--- src/rtl/mii_rx_pkg.sv ---
package mii_rx_pkg;
  localparam int unsigned NIBBLE_W  = 4;
  localparam int unsigned BYTE_W    = 8;
  localparam logic [7:0]  DELIM_VAL = 8'hD5;
endpackage

--- src/rtl/mii_nibble_pair.sv ---
module mii_nibble_pair #(
  parameter int unsigned NW = 4,
  parameter int unsigned BW = 8
) (
  input  logic          clk_i,
  input  logic          rst_ni,
  input  logic [NW-1:0] rxd_i,
  input  logic          dv_i,
  output logic [BW-1:0] byte_o,
  output logic          byte_stb_o
);
  localparam int unsigned LANES = BW / NW;
  localparam int unsigned CW    = (LANES > 1) ? $clog2(LANES) : 1;
  localparam logic [CW-1:0] LAST = CW'(LANES - 1);

  logic [CW-1:0] cnt_q;
  logic [NW-1:0] nib_q [LANES];

  always_ff @(posedge clk_i or negedge rst_ni) begin
    if (!rst_ni)             cnt_q <= '0;
    else if (!dv_i)          cnt_q <= '0;
    else if (cnt_q == LAST)  cnt_q <= '0;
    else                     cnt_q <= cnt_q + 1'b1;
  end

  // stored lanes hold earlier nibbles; the top lane is taken live
  for (genvar g = 0; g < LANES; g++) begin : g_lane
    if (g < LANES - 1) begin : g_store
      always_ff @(posedge clk_i or negedge rst_ni) begin
        if (!rst_ni)                           nib_q[g] <= '0;
        else if (dv_i && cnt_q == CW'(g))      nib_q[g] <= rxd_i;
      end
      assign byte_o[g*NW +: NW] = nib_q[g];
    end else begin : g_live
      assign nib_q[g] = rxd_i;
      assign byte_o[g*NW +: NW] = rxd_i;
    end
  end

  assign byte_stb_o = dv_i && (cnt_q == LAST);

  p_phase_clear_r8: assert property (@(posedge clk_i) disable iff (!rst_ni)
    !dv_i |=> (cnt_q == '0));
endmodule

--- src/rtl/mii_sfd_gate.sv ---
module mii_sfd_gate #(
  parameter int unsigned BW    = 8,
  parameter logic [BW-1:0] DELIM = 8'hD5
) (
  input  logic          clk_i,
  input  logic          rst_ni,
  input  logic          dv_i,
  input  logic [BW-1:0] byte_i,
  input  logic          byte_stb_i,
  output logic [BW-1:0] data_o,
  output logic          valid_o,
  output logic          start_o
);
  logic seen_q;

  always_ff @(posedge clk_i or negedge rst_ni) begin
    if (!rst_ni) begin
      seen_q  <= 1'b0;
      data_o  <= '0;
      valid_o <= 1'b0;
      start_o <= 1'b0;
    end else begin
      valid_o <= 1'b0;
      start_o <= 1'b0;
      if (!dv_i) begin
        seen_q <= 1'b0;
      end else if (byte_stb_i) begin
        if (seen_q) begin
          data_o  <= byte_i;
          valid_o <= 1'b1;
        end else if (byte_i == DELIM) begin
          seen_q  <= 1'b1;
          start_o <= 1'b1;
        end
      end
    end
  end

  p_valid_single_r3: assert property (@(posedge clk_i) disable iff (!rst_ni)
    valid_o |=> !valid_o);
  p_start_single_r5: assert property (@(posedge clk_i) disable iff (!rst_ni)
    start_o |=> !start_o);
  p_start_not_data_r5: assert property (@(posedge clk_i) disable iff (!rst_ni)
    !(start_o && valid_o));
endmodule

--- src/rtl/mii_dv_edge.sv ---
module mii_dv_edge (
  input  logic clk_i,
  input  logic rst_ni,
  input  logic dv_i,
  input  logic er_i,
  output logic end_o,
  output logic err_o
);
  logic dv_q;

  always_ff @(posedge clk_i or negedge rst_ni) begin
    if (!rst_ni) begin
      dv_q  <= 1'b0;
      end_o <= 1'b0;
      err_o <= 1'b0;
    end else begin
      dv_q  <= dv_i;
      end_o <= dv_q && !dv_i;
      err_o <= er_i;
    end
  end

  p_end_single_r7: assert property (@(posedge clk_i) disable iff (!rst_ni)
    end_o |=> !end_o);
endmodule

--- src/rtl/mii_rx_assembler.sv ---
module mii_rx_assembler
  import mii_rx_pkg::*;
#(
  parameter int unsigned   NW    = NIBBLE_W,
  parameter int unsigned   BW    = BYTE_W,
  parameter logic [BW-1:0] DELIM = DELIM_VAL
) (
  input  logic          clk_i,
  input  logic          rst_ni,
  input  logic [NW-1:0] rxd_i,
  input  logic          rx_dv_i,
  input  logic          rx_er_i,
  output logic [BW-1:0] data_o,
  output logic          valid_o,
  output logic          frame_start_o,
  output logic          frame_end_o,
  output logic          rx_error_o
);
  logic [BW-1:0] asm_byte;
  logic          asm_stb;

  mii_nibble_pair #(.NW(NW), .BW(BW)) u_pair (
    .clk_i      (clk_i),
    .rst_ni     (rst_ni),
    .rxd_i      (rxd_i),
    .dv_i       (rx_dv_i),
    .byte_o     (asm_byte),
    .byte_stb_o (asm_stb)
  );

  mii_sfd_gate #(.BW(BW), .DELIM(DELIM)) u_gate (
    .clk_i      (clk_i),
    .rst_ni     (rst_ni),
    .dv_i       (rx_dv_i),
    .byte_i     (asm_byte),
    .byte_stb_i (asm_stb),
    .data_o     (data_o),
    .valid_o    (valid_o),
    .start_o    (frame_start_o)
  );

  mii_dv_edge u_edge (
    .clk_i  (clk_i),
    .rst_ni (rst_ni),
    .dv_i   (rx_dv_i),
    .er_i   (rx_er_i),
    .end_o  (frame_end_o),
    .err_o  (rx_error_o)
  );

  p_end_no_data_r7: assert property (@(posedge clk_i) disable iff (!rst_ni)
    frame_end_o |-> !valid_o);
  p_idle_no_valid_r4: assert property (@(posedge clk_i) disable iff (!rst_ni)
    !rx_dv_i |=> !valid_o && !frame_start_o);
endmodule

--- config.mk ---
export PLATFORM = sky130hd
export DESIGN_NAME = mii_rx_assembler
export DESIGN_NICKNAME = d
export VERILOG_FILES = /design/src/rtl/mii_rx_pkg.sv /design/src/rtl/mii_nibble_pair.sv /design/src/rtl/mii_sfd_gate.sv /design/src/rtl/mii_dv_edge.sv /design/src/rtl/mii_rx_assembler.sv
export SDC_FILE = /design/constraint.sdc
export NUM_CORES = 1
export LEC_CHECK = 0
export ABC_CLOCK_PERIOD_IN_PS = 2200
export BUFFER_PORTS_ARGS = -buffer_cell sky130_fd_sc_hd__buf_2
export CAP_MARGIN = 30
export CORE_UTILIZATION = 40
export CTS_CLUSTER_DIAMETER = 120
export DETAILED_ROUTE_END_ITERATION = 7
export PLACE_DENSITY_LB_ADDON = 0.2
export SETUP_SLACK_MARGIN = 0.1
export SLEW_MARGIN = 25
export SYNTH_ARGS = -nofsm -noshare
export SYNTH_HDL_FRONTEND = slang
export SYNTH_SLANG_ARGS = --single-unit
--- constraint.sdc ---
create_clock -name clk_i -period 2.2 [get_ports clk_i]
set_input_delay 0.55 -clock clk_i [delete_from_list [all_inputs] [get_ports clk_i]]
set_output_delay 0.55 -clock clk_i [all_outputs]
set_load 0.005 [all_outputs]
# After elaboration in Yosys (flattened, before gate mapping)
# Cells that the tools add are included.
totals:
  regBits: 19
  latch_bits: 0
  mem_bits_rw: 0
  mem_bits_ro: 0
  in_bits: 8
  output_inout_bits: 12
  word_cells: 30
  n_memories: 0
op_classes:
  add_sub_neg: 1
  mul: 0
  n_div: 0
  n_lt_le_gt_ge: 0
  eq_ne: 2
  n_shift: 0
  n_mux: 12
  bitwise_logic: 1
  n_reduce_logical: 5
ops:
  columns: ["operator", "n"]
  rows:
  - ["$mux 1", 12]
  - ["$eq 8x8->1 const B", 1]
  - ["$logic_and 1x1->1", 3]
  - ["$reduce_and 3->1", 1]
  - ["$ne 2x1->1 const B", 1]
  - ["$add 1x1->1 const B", 1]
  - ["$logic_not 1->1", 1]
  - ["$not 1->1", 1]

# Longest topological paths before layout
# Gate-level depths: netlist (run 1).
logic_depth:
  depth_word: 5
  depth_mapped: 3
  ltp_nobuf: 2

# Cells and area by module
# Synthesis (run 1) repeated with hierarchy kept, for this count alone.
unflattened:
  hier_cells: 47
  area_unflattened_um2: 777.0
modules_own_cells:
  columns: ["mod", "instances", "cells_per_inst", "area_per_inst_um2", "seq_area_each_um2"]
  rows:
  - ["mii_sfd_gate", 1, 27, 440.4, 275.3]
  - ["mii_nibble_pair", 1, 16, 247.7, 125.1]
  - ["mii_dv_edge", 1, 4, 88.8, 75.1]

# Worst setup path before layout (run 1)
# No wires, ideal clock.
synth_path:
  kind: "in2reg"
  startpoint: "input rxd_i[1]"
  endpoint: "register u_gate.seen_q"
  setup_time_ps: 90
  arrival_ps: 1205
  required_ps: 2110
  setup_slack_ps: 904
  cell_stages: 2
  n_path_buf: 0
  cell_sequence: "or4b_4 -> o31ai_4"
synth_between:
  elab_chain_len: 5
synth_lines:
  columns: ["element", "line", "rtl"]
  rows:
  - ["start, declared", "mii_rx_assembler.sv:10", "input logic [NW-1:0] rxd_i,"]
  - ["$eq 8x8->1", "mii_sfd_gate.sv:31", "end else if (byte_i == DELIM) begin"]
  - ["$mux 1", "mii_sfd_gate.sv:31", null]
  - ["$mux 1", "mii_sfd_gate.sv:28", "if (seen_q) begin"]
  - ["$mux 1", "mii_sfd_gate.sv:27", "end else if (byte_stb_i) begin"]
  - ["$mux 1", "mii_sfd_gate.sv:25", "if (!dv_i) begin"]
  - ["end signal, assigned", "mii_sfd_gate.sv:18", "seen_q <= 1'b0;"]
  - ["end signal, assigned", "mii_sfd_gate.sv:26", "seen_q <= 1'b0;"]
  - ["end signal, assigned", "mii_sfd_gate.sv:32", "seen_q <= 1'b1;"]
  - ["end, declared", "mii_sfd_gate.sv:14", "logic seen_q;"]
# No other way between the ends. The select of a mux whose other input is x is not followed.
# A chain may end at the register's enable or synchronous reset.

# Final worst setup path (run 1)
layout_path:
  startpoint: "register u_gate.data_o[0]"
  endpoint: "output data_o[0]"
layout_rtl:
  columns: ["element", "line", "rtl"]
  rows:
  - ["start, declared", "mii_sfd_gate.sv:10", "output logic [BW-1:0] data_o,"]
  - ["start signal, assigned", "mii_sfd_gate.sv:29", "data_o <= byte_i;"]
  - ["end, declared", "mii_rx_assembler.sv:13", "output logic [BW-1:0] data_o,"]
# No word-level cell between the ends.

==> results_dict.tcl, run 1 <==
set metrics [dict create \
    r2r_end "u_pair.byte_o[3]" \
    worstPathArrival_ns 0.81 \
    finalCritPeriodShare 0.618 \
    power.total_uw 589 \
    num_vias 418 \
    fp.coreArea_sq_mm 0.00158 \
    worst_slew_pin_slew_ns 0.422 \
    dieArea_sq_mm 0.00193 \
    ys_ff_latch 19 \
    synth_area_sq_um 703 \
    syn_area_per_cell_sq_um 16.7 \
    cts_buffer_depth 2 \
    synth_warnings 0 \
    grt_pass1_vias 428 \
    p_sw_frac 0.222 \
    multi_input_comb_area_sq_um 219 \
    max_slew_margin 0.719 \
    gp_congestion 0.649 \
    grt_busiest_layer "met2" \
    drc 2 \
    wl_per_cell_um 14.5 \
    root_buffer "clkbuf_4" \
    numCtsBuffers 3 \
    layout-drive-gt1-share 0.594 \
    areaGrowthSynthToFinish_pct 19.4 \
    grt_max_degree 20 \
    cts_setup_buffers 0 \
    place_worst_setup_slack_ns 0.643 \
    crit_path_end_kind "primary output" \
    clkTransAtPathRegs_ns 0.10 \
    clock_latency_ns 0.29 \
    worst-setup-path-type "reg2out" \
    postPlaceCellArea_sq_um 813 \
    timing.final.hold_violations 0 \
    r2r_cells 2 \
    setup_ws_ns 0.840 \
    synth-edff-count 0 \
    power.switching_uw 131 \
    grtUsageTotal 0.139 \
    path_max_fanout 2 \
    finalCriticalPeriod_ns 1.36 \
    crit_buf_inv 1 \
    drv_slew 0 \
    crit_family "flip-flops" \
    ff_latch_area_sq_um 475 \
    worst_path_largest_cell_delay_ns 0.40 \
    setup_viol 0 \
    routed_via_density 5.23 \
    intPower_uw 458 \
    rr_startpoint "u_pair.cnt_q" \
    rrSetupSlack_ns 0.93 \
    grt_antenna_before_repair 0 \
    power_leakage_nw 0.446 \
    p_comb_frac 0.073 \
    cts.sinks 19 \
    cap_violations 0 \
    firstDrtPassIters 6 \
    slowest_stage "dfrtp_1" \
    diodes 0 \
    min_path_type "in2async" \
    io_buffers 19 \
    grt_overflow 0 \
    violations "DRC" \
    ys.flop_type "dfrtp_1" \
    skew_ns 0.00221 \
    cts_hold_buf 0 \
    synth_area_leaders "dfrtp_1, mux2_2, o31ai_4" \
    yosysTopAreaCellShare 0.676 \
    power_density_mw_per_mm2 701 \
    final_cell_area_sq_um 840 \
    worst_ir_drop_vdd_mv 0.308 \
    synth.distinct_cells 11 \
    rows 14 \
    tns_ns 0 \
    cp_cell_sequence "buf_2" \
    async_flop_share 1.00 \
    boundaryPins 20 \
    synth_common_cells "dfrtp_1, mux2_2, nand2_1, nor2b_1" \
    rsz0062_at_grt "false" \
    synth_largest_area_cell "dfrtp_1" \
    use_met3 0.0375 \
    cp.required_ns 1.65 \
    syn-num-nets 50 \
    grt_pass1_wl_um 1870 \
    met2_usage 0.227 \
    synth-seq-area-share 0.676 \
    status "complete, but fails checks" \
    dieWidth_um 43.9 \
    fmax_mhz 735 \
    cts_resized 0 \
    layout.nets 73 \
    drtIter0Drc 11 \
    grtUsageMet1 0.167 \
    clkPwrFrac 0.287 \
    synth_most_common_cell "dfrtp_1" \
    syn_inst 42 \
    cts_tree "done" \
    p_seq_frac 0.639 \
    die_height_um 43.9 \
    critPathLaunchType "flip-flop" \
    antenna_left 0 \
    cts_max_level 1 \
    wl_um 1160 \
    start_util 0.446 \
    fillers 144 \
]
metal layers:
metal	share of wire	wire length, um
met5	0	0
met4	0	0
met3	0.051	59
met2	0.51	595
met1	0.43	504
power groups by stage:
stage / Combinational, mW / Clock [mW] / Sequential [mW]
CTS: 0.0443 / 0.180 / 0.377
global placement: 0.0429 / 0 / 0.383
finish: 0.0432 / 0.169 / 0.376
detailed placement: 0.0440 / 0 / 0.384
floorplan: 0.0226 / 0 / 0.381
global route: 0.0482 / 0.201 / 0.379
how the worst max path moves through the flow:
stage	slack (ns)	endpoint	cells past startpoint	start
6_report	0.84	data_o[0]	1	u_gate.data_o[0]
5_1_grt	0.79	data_o[7]	1	u_gate.data_o[7]
4_1_cts	0.82	data_o[0]	1	u_gate.data_o[0]
3_5_place_dp	0.64	u_pair.byte_o[3]	3	rx_dv_i
3_3_place_gp	0.66	u_pair.byte_o[0]	3	rx_dv_i
2_1_floorplan	0.90	u_gate.seen_q	2	rxd_i[1]
logic make-up after synthesis:
logic type,Yosys count,synth area share
mux,12,0.192
flops,19,0.676
compound gates,1,0.0302
buf+inv,2,0.0124
simple gates,8,0.0890
stage by stage:
step | utilization | cells | hold WS [ns]
after floorplan | - | 42 | 0.254
after global placement | 0.516 | 76 | 0.456
after detailed placement | 0.516 | 76 | 0.465
after CTS | 0.533 | 80 | 0.183
after global routing | 0.533 | 80 | 0.182
final | 0.533 | 80 | 0.183
area by class of cell:
| class | instances | share of cell area |
|---|---|---|
| clock buffer | 4 | 0.0313 |
| inverter | 1 | 0.00447 |
| multi-input combinational | 21 | 0.261 |
| sequential | 19 | 0.566 |
| tap | 16 | 0.0238 |
| timing repair buffer | 19 | 0.113 |
sequential cells by signal (all words and copies together) (netlist names):
name and flops:
u_gate.start_o 1, u_pair.cnt_q 1, u_edge.err_o 1, u_pair.byte_o 4, u_gate.seen_q 1, u_edge.end_o 1
u_gate.data_o 8, u_edge.dv_q 1, u_gate.valid_o 1
layout by cell type (no fill, tap or decap):
master	count
or4b_4	1
nor2b_1	2
inv_1	1
nand3_2	1
nand2_1	2
nand4_1	1
clkbuf_1	1
nor4_2	1
o31ai_4	1
dfrtp_1	19
buf_2	19
mux2_2	12
clkbuf_4	3
(Power assumes the default switching activity.)
==> run 2: changes to the inputs <==
--- a/config.mk
+++ b/config.mk
@@ -5,7 +5,7 @@
 export SDC_FILE = /design/constraint.sdc
 export NUM_CORES = 1
 export LEC_CHECK = 0
-export ABC_CLOCK_PERIOD_IN_PS = 2200
+export ABC_CLOCK_PERIOD_IN_PS = 1400
 export BUFFER_PORTS_ARGS = -buffer_cell sky130_fd_sc_hd__buf_2
 export CAP_MARGIN = 30
 export CORE_UTILIZATION = 40
==> constraint.sdc (replaced) <==
create_clock -name clk_i -period 1.4 [get_ports clk_i]
set_input_delay 0.35 -clock clk_i [delete_from_list [all_inputs] [get_ports clk_i]]
set_output_delay 0.35 -clock clk_i [all_outputs]
set_load 0.005 [all_outputs]
==> run 2 against run 1 <==
Effect of this change:
- the flow still finishes with violations (DRC)
- design area up 2.1%
- count of clock-buffer cells in the layout unchanged
- via count up 3.3%
- clock skew up 0.0048 ns
- final cell count up 2.5%
- non-clock buffer count up 2
- global-route usage down 0.88 points
- critical path depth up 1
- largest cell class unchanged
==> results_dict.tcl, run 2 (synthesized netlist as in run 1, its figures left out) <==
set metrics [dict create \
    status "complete, but fails checks" \
    violations "DRC" \
    die_height_um 43.9 \
    cp.required_ns 1.60 \
    skew_ns 0.00703 \
    rsz0062_at_grt "false" \
    cts_max_level 1 \
    grt_pass1_wl_um 1720 \
    regMostFlops "u_gate.data_o" \
    cts.sinks 19 \
    finalCritPeriodShare 0.884 \
    drtIter0Drc 4 \
    max_slew_margin 0.722 \
    boundaryPins 20 \
    power.total_uw 927 \
    crit_end "u_gate.seen_q" \
    drv_slew 0 \
    dieArea_sq_mm 0.00193 \
    min_path_type "in2reg" \
    grt_antenna_before_repair 0 \
    wl_per_cell_um 13.1 \
    finalCriticalPeriod_ns 1.24 \
    clock_latency_ns 0.29 \
    rr_startpoint "u_pair.byte_o[1]" \
    drc 2 \
    rows 14 \
    cts_buffer_depth 2 \
    path_max_fanout 3 \
    routed_via_density 5.27 \
    worst_slew_pin_slew_ns 0.417 \
    cp_cell_sequence "or4b_4 -> o31ai_4" \
    timing.final.hold_violations 0 \
    worst_ir_drop_vdd_mv 0.798 \
    cts_resized 0 \
    critPathLaunchType "flip-flop" \
    layout_common_cells "buf_2, dfrtp_1, mux2_2" \
    io_buffers 19 \
    antenna_left 0 \
    r2r_end "u_gate.seen_q" \
    grtUsageTotal 0.130 \
    fmax_mhz 808 \
    areaGrowthSynthToFinish_pct 21.9 \
    wl_um 1070 \
    cts_tree "done" \
    power_density_mw_per_mm2 1080 \
    worst-setup-path-type "reg2reg" \
    start_util 0.446 \
    worstPathArrival_ns 1.44 \
    slowest_stage "or4b_4" \
    crit_path_start "u_pair.byte_o[1]" \
    layout-drive-gt1-share 0.591 \
    num_vias 432 \
    cap_violations 0 \
    root_buffer "clkbuf_4" \
    grt_pass1_vias 421 \
    diodes 0 \
    largest_reg_flops 8 \
    fp.coreArea_sq_mm 0.00158 \
    crit_path_end_kind "flip-flop" \
    layout.nets 75 \
    fin_hold_ws_ns 0.166 \
    setup_viol 0 \
    grt_overflow 0 \
    dieWidth_um 43.9 \
    power_leakage_nw 0.455 \
    clkTransAtPathRegs_ns 0.09 \
    final_util 0.544 \
    dp_hpwl_um 789 \
    tns_ns 0 \
    gp_congestion 0.655 \
    worst_path_largest_cell_delay_ns 0.58 \
    rrSetupSlack_ns 0.16 \
    firstDrtPassIters 5 \
    numCtsBuffers 3 \
    r2r_cells 2 \
    grt_max_degree 20 \
]
[run 2: timing repair]
item	in CTS	in global routing
endpoints found under the hold margin	19	0
hold buffers	1	0
setup buffers	0	0
[run 2: metal layers]
| metal | GRT usage | wire length (um) | vias to the layer above |
|---|---|---|---|
| met1 | 0.140 | 495 | 219 |
| met5 | 0 | 0 | - |
| met4 | 0.0545 | 0 | 0 |
| met3 | 0.0625 | 62 | 0 |
| li1 | - | - | 199 |
| met2 | 0.218 | 515 | 14 |
[run 2: power by group]
part | internal, mW | switching (mW) | leakage (nW)
Sequential | 0.575 | 0.0171 | 0.249
Combinational | 0.0383 | 0.0353 | 0.191
Clock | 0.111 | 0.151 | 0.0150
Total | 0.724 | 0.203 | 0.455
[run 2: critical path: cells and delay by family (launching register included)]
kind,cells,cell delay (ns)
AND/OR/NAND/NOR,1,0.58
AO/OA/AOI/OAI,1,0.18
flip-flops,1,0.40
[run 2: worst min path at each step]
stage                 start               end  slack (ns)  cells past startpoint
floorplan            rst_ni       u_edge.dv_q        0.05                      0
global placement     rst_ni       u_edge.dv_q        0.31                      1
detailed placement   rst_ni  u_pair.byte_o[1]        0.30                      1
CTS                 rx_er_i      u_edge.err_o        0.15                      1
global route        rx_er_i      u_edge.err_o        0.14                      1
finish              rx_er_i      u_edge.err_o        0.17                      1
[run 2: layout make-up]
cell class	count	area [sq um]
Inverter	1	3.75
Fill cell	143	719
Clock buffer	4	26.3
Sequential cell	19	475
Timing Repair Buffer	21	113
Tap cell	16	20.0
Multi-Input combinational cell	21	219
[run 2: stage by stage]
step / instances / setup slack (ns) / cell area (sq um)
after detailed placement: 77 / 0.152 / 821
after global placement: 77 / 0.155 / 821
final: 82 / 0.163 / 857
after CTS: 82 / 0.159 / 857
after global routing: 82 / 0.126 / 857
after floorplan: 42 / 0.234 / 703
==> run 3: changes to the inputs <==
--- a/config.mk
+++ b/config.mk
@@ -5,7 +5,7 @@
 export SDC_FILE = /design/constraint.sdc
 export NUM_CORES = 1
 export LEC_CHECK = 0
-export ABC_CLOCK_PERIOD_IN_PS = 1400
+export ABC_CLOCK_PERIOD_IN_PS = 1200
 export BUFFER_PORTS_ARGS = -buffer_cell sky130_fd_sc_hd__buf_2
 export CAP_MARGIN = 30
 export CORE_UTILIZATION = 40
==> constraint.sdc (replaced) <==
create_clock -name clk_i -period 1.2 [get_ports clk_i]
set_input_delay 0.3 -clock clk_i [delete_from_list [all_inputs] [get_ports clk_i]]
set_output_delay 0.3 -clock clk_i [all_outputs]
set_load 0.005 [all_outputs]
==> run 3 against run 2 <==
Effect of this change:
- the run now ends clean
- critical path depth did not move
- first-iteration DRC count fell by 50%
- clock skew rose by 0.0022 ns
- total power rose by 21%
- final cell count rose by 7.3%
- sequential share of layout area fell by 3.9 points
- combinational power rose by 66%
- critical endpoint unchanged
- largest cell class unchanged
==> results_dict.tcl, run 3 (synthesized netlist as in run 1, its figures left out) <==
set metrics [dict create \
    clkTransAtPathRegs_ns 0.11 \
    cts.sinks 19 \
    grt_max_degree 20 \
    grt_overflow 0 \
    rsz0062_at_grt "true" \
    fp.coreArea_sq_mm 0.00158 \
    drtIter0Drc 2 \
    firstDrtPassIters 5 \
    worst_ir_drop_vdd_mv 0.798 \
    wl_met1_um 515 \
    setup_ws_ns 0.0247 \
    crit_family "simple AND/OR/NAND/NOR gates" \
    grt_pass1_wl_um 1870 \
    min_path_type "in2reg" \
    skew_ns 0.00922 \
    intPower_uw 867 \
    numCtsBuffers 3 \
    power_leakage_nw 0.501 \
    dr_wl_met2_um 512 \
    cts_max_level 1 \
    worstPathArrival_ns 1.40 \
    grt_antenna_before_repair 0 \
    cts_buffer_depth 2 \
    tns_ns 0 \
    cp.required_ns 1.42 \
    fin_hold_ws_ns 0.0997 \
    power.total_mw 1.12 \
    dieArea_sq_mm 0.00193 \
    grt_pass1_vias 431 \
    crit_path_end_kind "flip-flop" \
    place_worst_setup_slack_ns -0.0342 \
    dieWidth_um 43.9 \
    path_max_fanout 2 \
    areaGrowthSynthToFinish_pct 31.1 \
    finalCritPeriodShare 0.979 \
    rows 14 \
    boundaryPins 20 \
    layout.nets 81 \
    largest_reg_flops 8 \
    layout-drive-gt1-share 0.639 \
    layout_common_cells "buf_2, dfrtp_1, mux2_2" \
    hold_start "rx_er_i" \
    p_sw_frac 0.228 \
    power.switching_uw 256 \
    clock_latency_ns 0.30 \
    setup_viol 0 \
    worst_path_largest_cell_delay_ns 0.55 \
    root_buffer "clkbuf_4" \
    wl_um 1110 \
    cap_violations 0 \
    grtUsageTotal 0.142 \
    worst-setup-path-type "reg2reg" \
    diodes 0 \
    critPathLaunchType "flip-flop" \
    gp_congestion 0.661 \
    wl_met3_um 69 \
    max_slew_margin 0.734 \
    slowest_stage "or4b_4" \
    crit_path_start "u_pair.byte_o[3]" \
    worst_slew_pin_slew_ns 0.399 \
    clkPwrFrac 0.278 \
    timing.final.hold_violations 0 \
    top_layer_used "met4" \
    regMostFlops "u_gate.data_o" \
    crit_buf_inv 0 \
    drv_slew 0 \
    start_util 0.446 \
    io_buffers 19 \
    antenna_left 0 \
    p_seq_frac 0.614 \
    fmax_mhz 851 \
    wl_per_cell_um 12.6 \
    power_density_mw_per_mm2 1220 \
    die_height_um 43.9 \
    final_util 0.585 \
    finalCriticalPeriod_ns 1.18 \
    fillers 122 \
    rr_startpoint "u_pair.byte_o[3]" \
    drc 0 \
    p_comb_frac 0.108 \
    num_vias 449 \
    routed_via_density 5.10 \
    cts_tree "done" \
    status "finished, final reports clean" \
    cp_cell_sequence "or4b_4 -> o31ai_4" \
]
==> run 3: cell type report <==
class	count	area (sq um)	area share
sequential	19	475	0.516
multi-input combinational	21	238	0.258
timing repair buffer	27	158	0.171
clock buffer	3	22.5	0.0244
tap	16	20.0	0.0217
clock inverter	1	5.00	0.00543
inverter	1	3.75	0.00407
==> run 3: path summary, 6_finish.rpt <==
| path | end | slack [ns] | depth (start not counted) |
|---|---|---|---|
| worst max-delay path | u_gate.seen_q | 0.02 | 2 |
| worst min-delay path | u_edge.err_o | 0.1 | 1 |
| worst max register to register | u_gate.seen_q | 0.02 | 2 |
| worst min register to register | u_edge.end_o | 0.47 | 1 |
| max in group asynchronous | u_gate.data_o[2] | 0.46 | 2 |
| min in group asynchronous | u_gate.seen_q | 0.45 | 2 |
==> run 3: timing repair <==
| action | in CTS | in global routing |
|---|---|---|
| setup buffers | 3 | 3 |
| resized for setup | 1 | 3 |
| pin swaps | 0 | 0 |
| endpoints found under the setup margin | 20 | 18 |
| hold buffers | 1 | 0 |
| endpoints found under the hold margin | 19 | 0 |
==> run 3: stage by stage <==
step                cells  cell area (sq um)
floorplan              42                703
finish                 88                922
global route           88                922
global placement       78                828
detailed placement     78                828
CTS                    86                896
==> run 3: per-layer routing <==
layer / GRT usage / up-vias
met4: 0.0545 / 0
met1: 0.171 / 221
met3: 0.0750 / 2
met2: 0.215 / 15
met5: 0 / -
li1: - / 211
==> run 3: power by group through the flow <==
| stage | sequential (mW) | clock, mW | combinational (mW) |
|---|---|---|---|
| global placement | 0.701 | 0 | 0.0906 |
| finish | 0.689 | 0.312 | 0.122 |
| CTS | 0.688 | 0.333 | 0.111 |
| floorplan | 0.699 | 0 | 0.0414 |
| detailed placement | 0.702 | 0 | 0.0922 |
| global route | 0.693 | 0.363 | 0.136 |
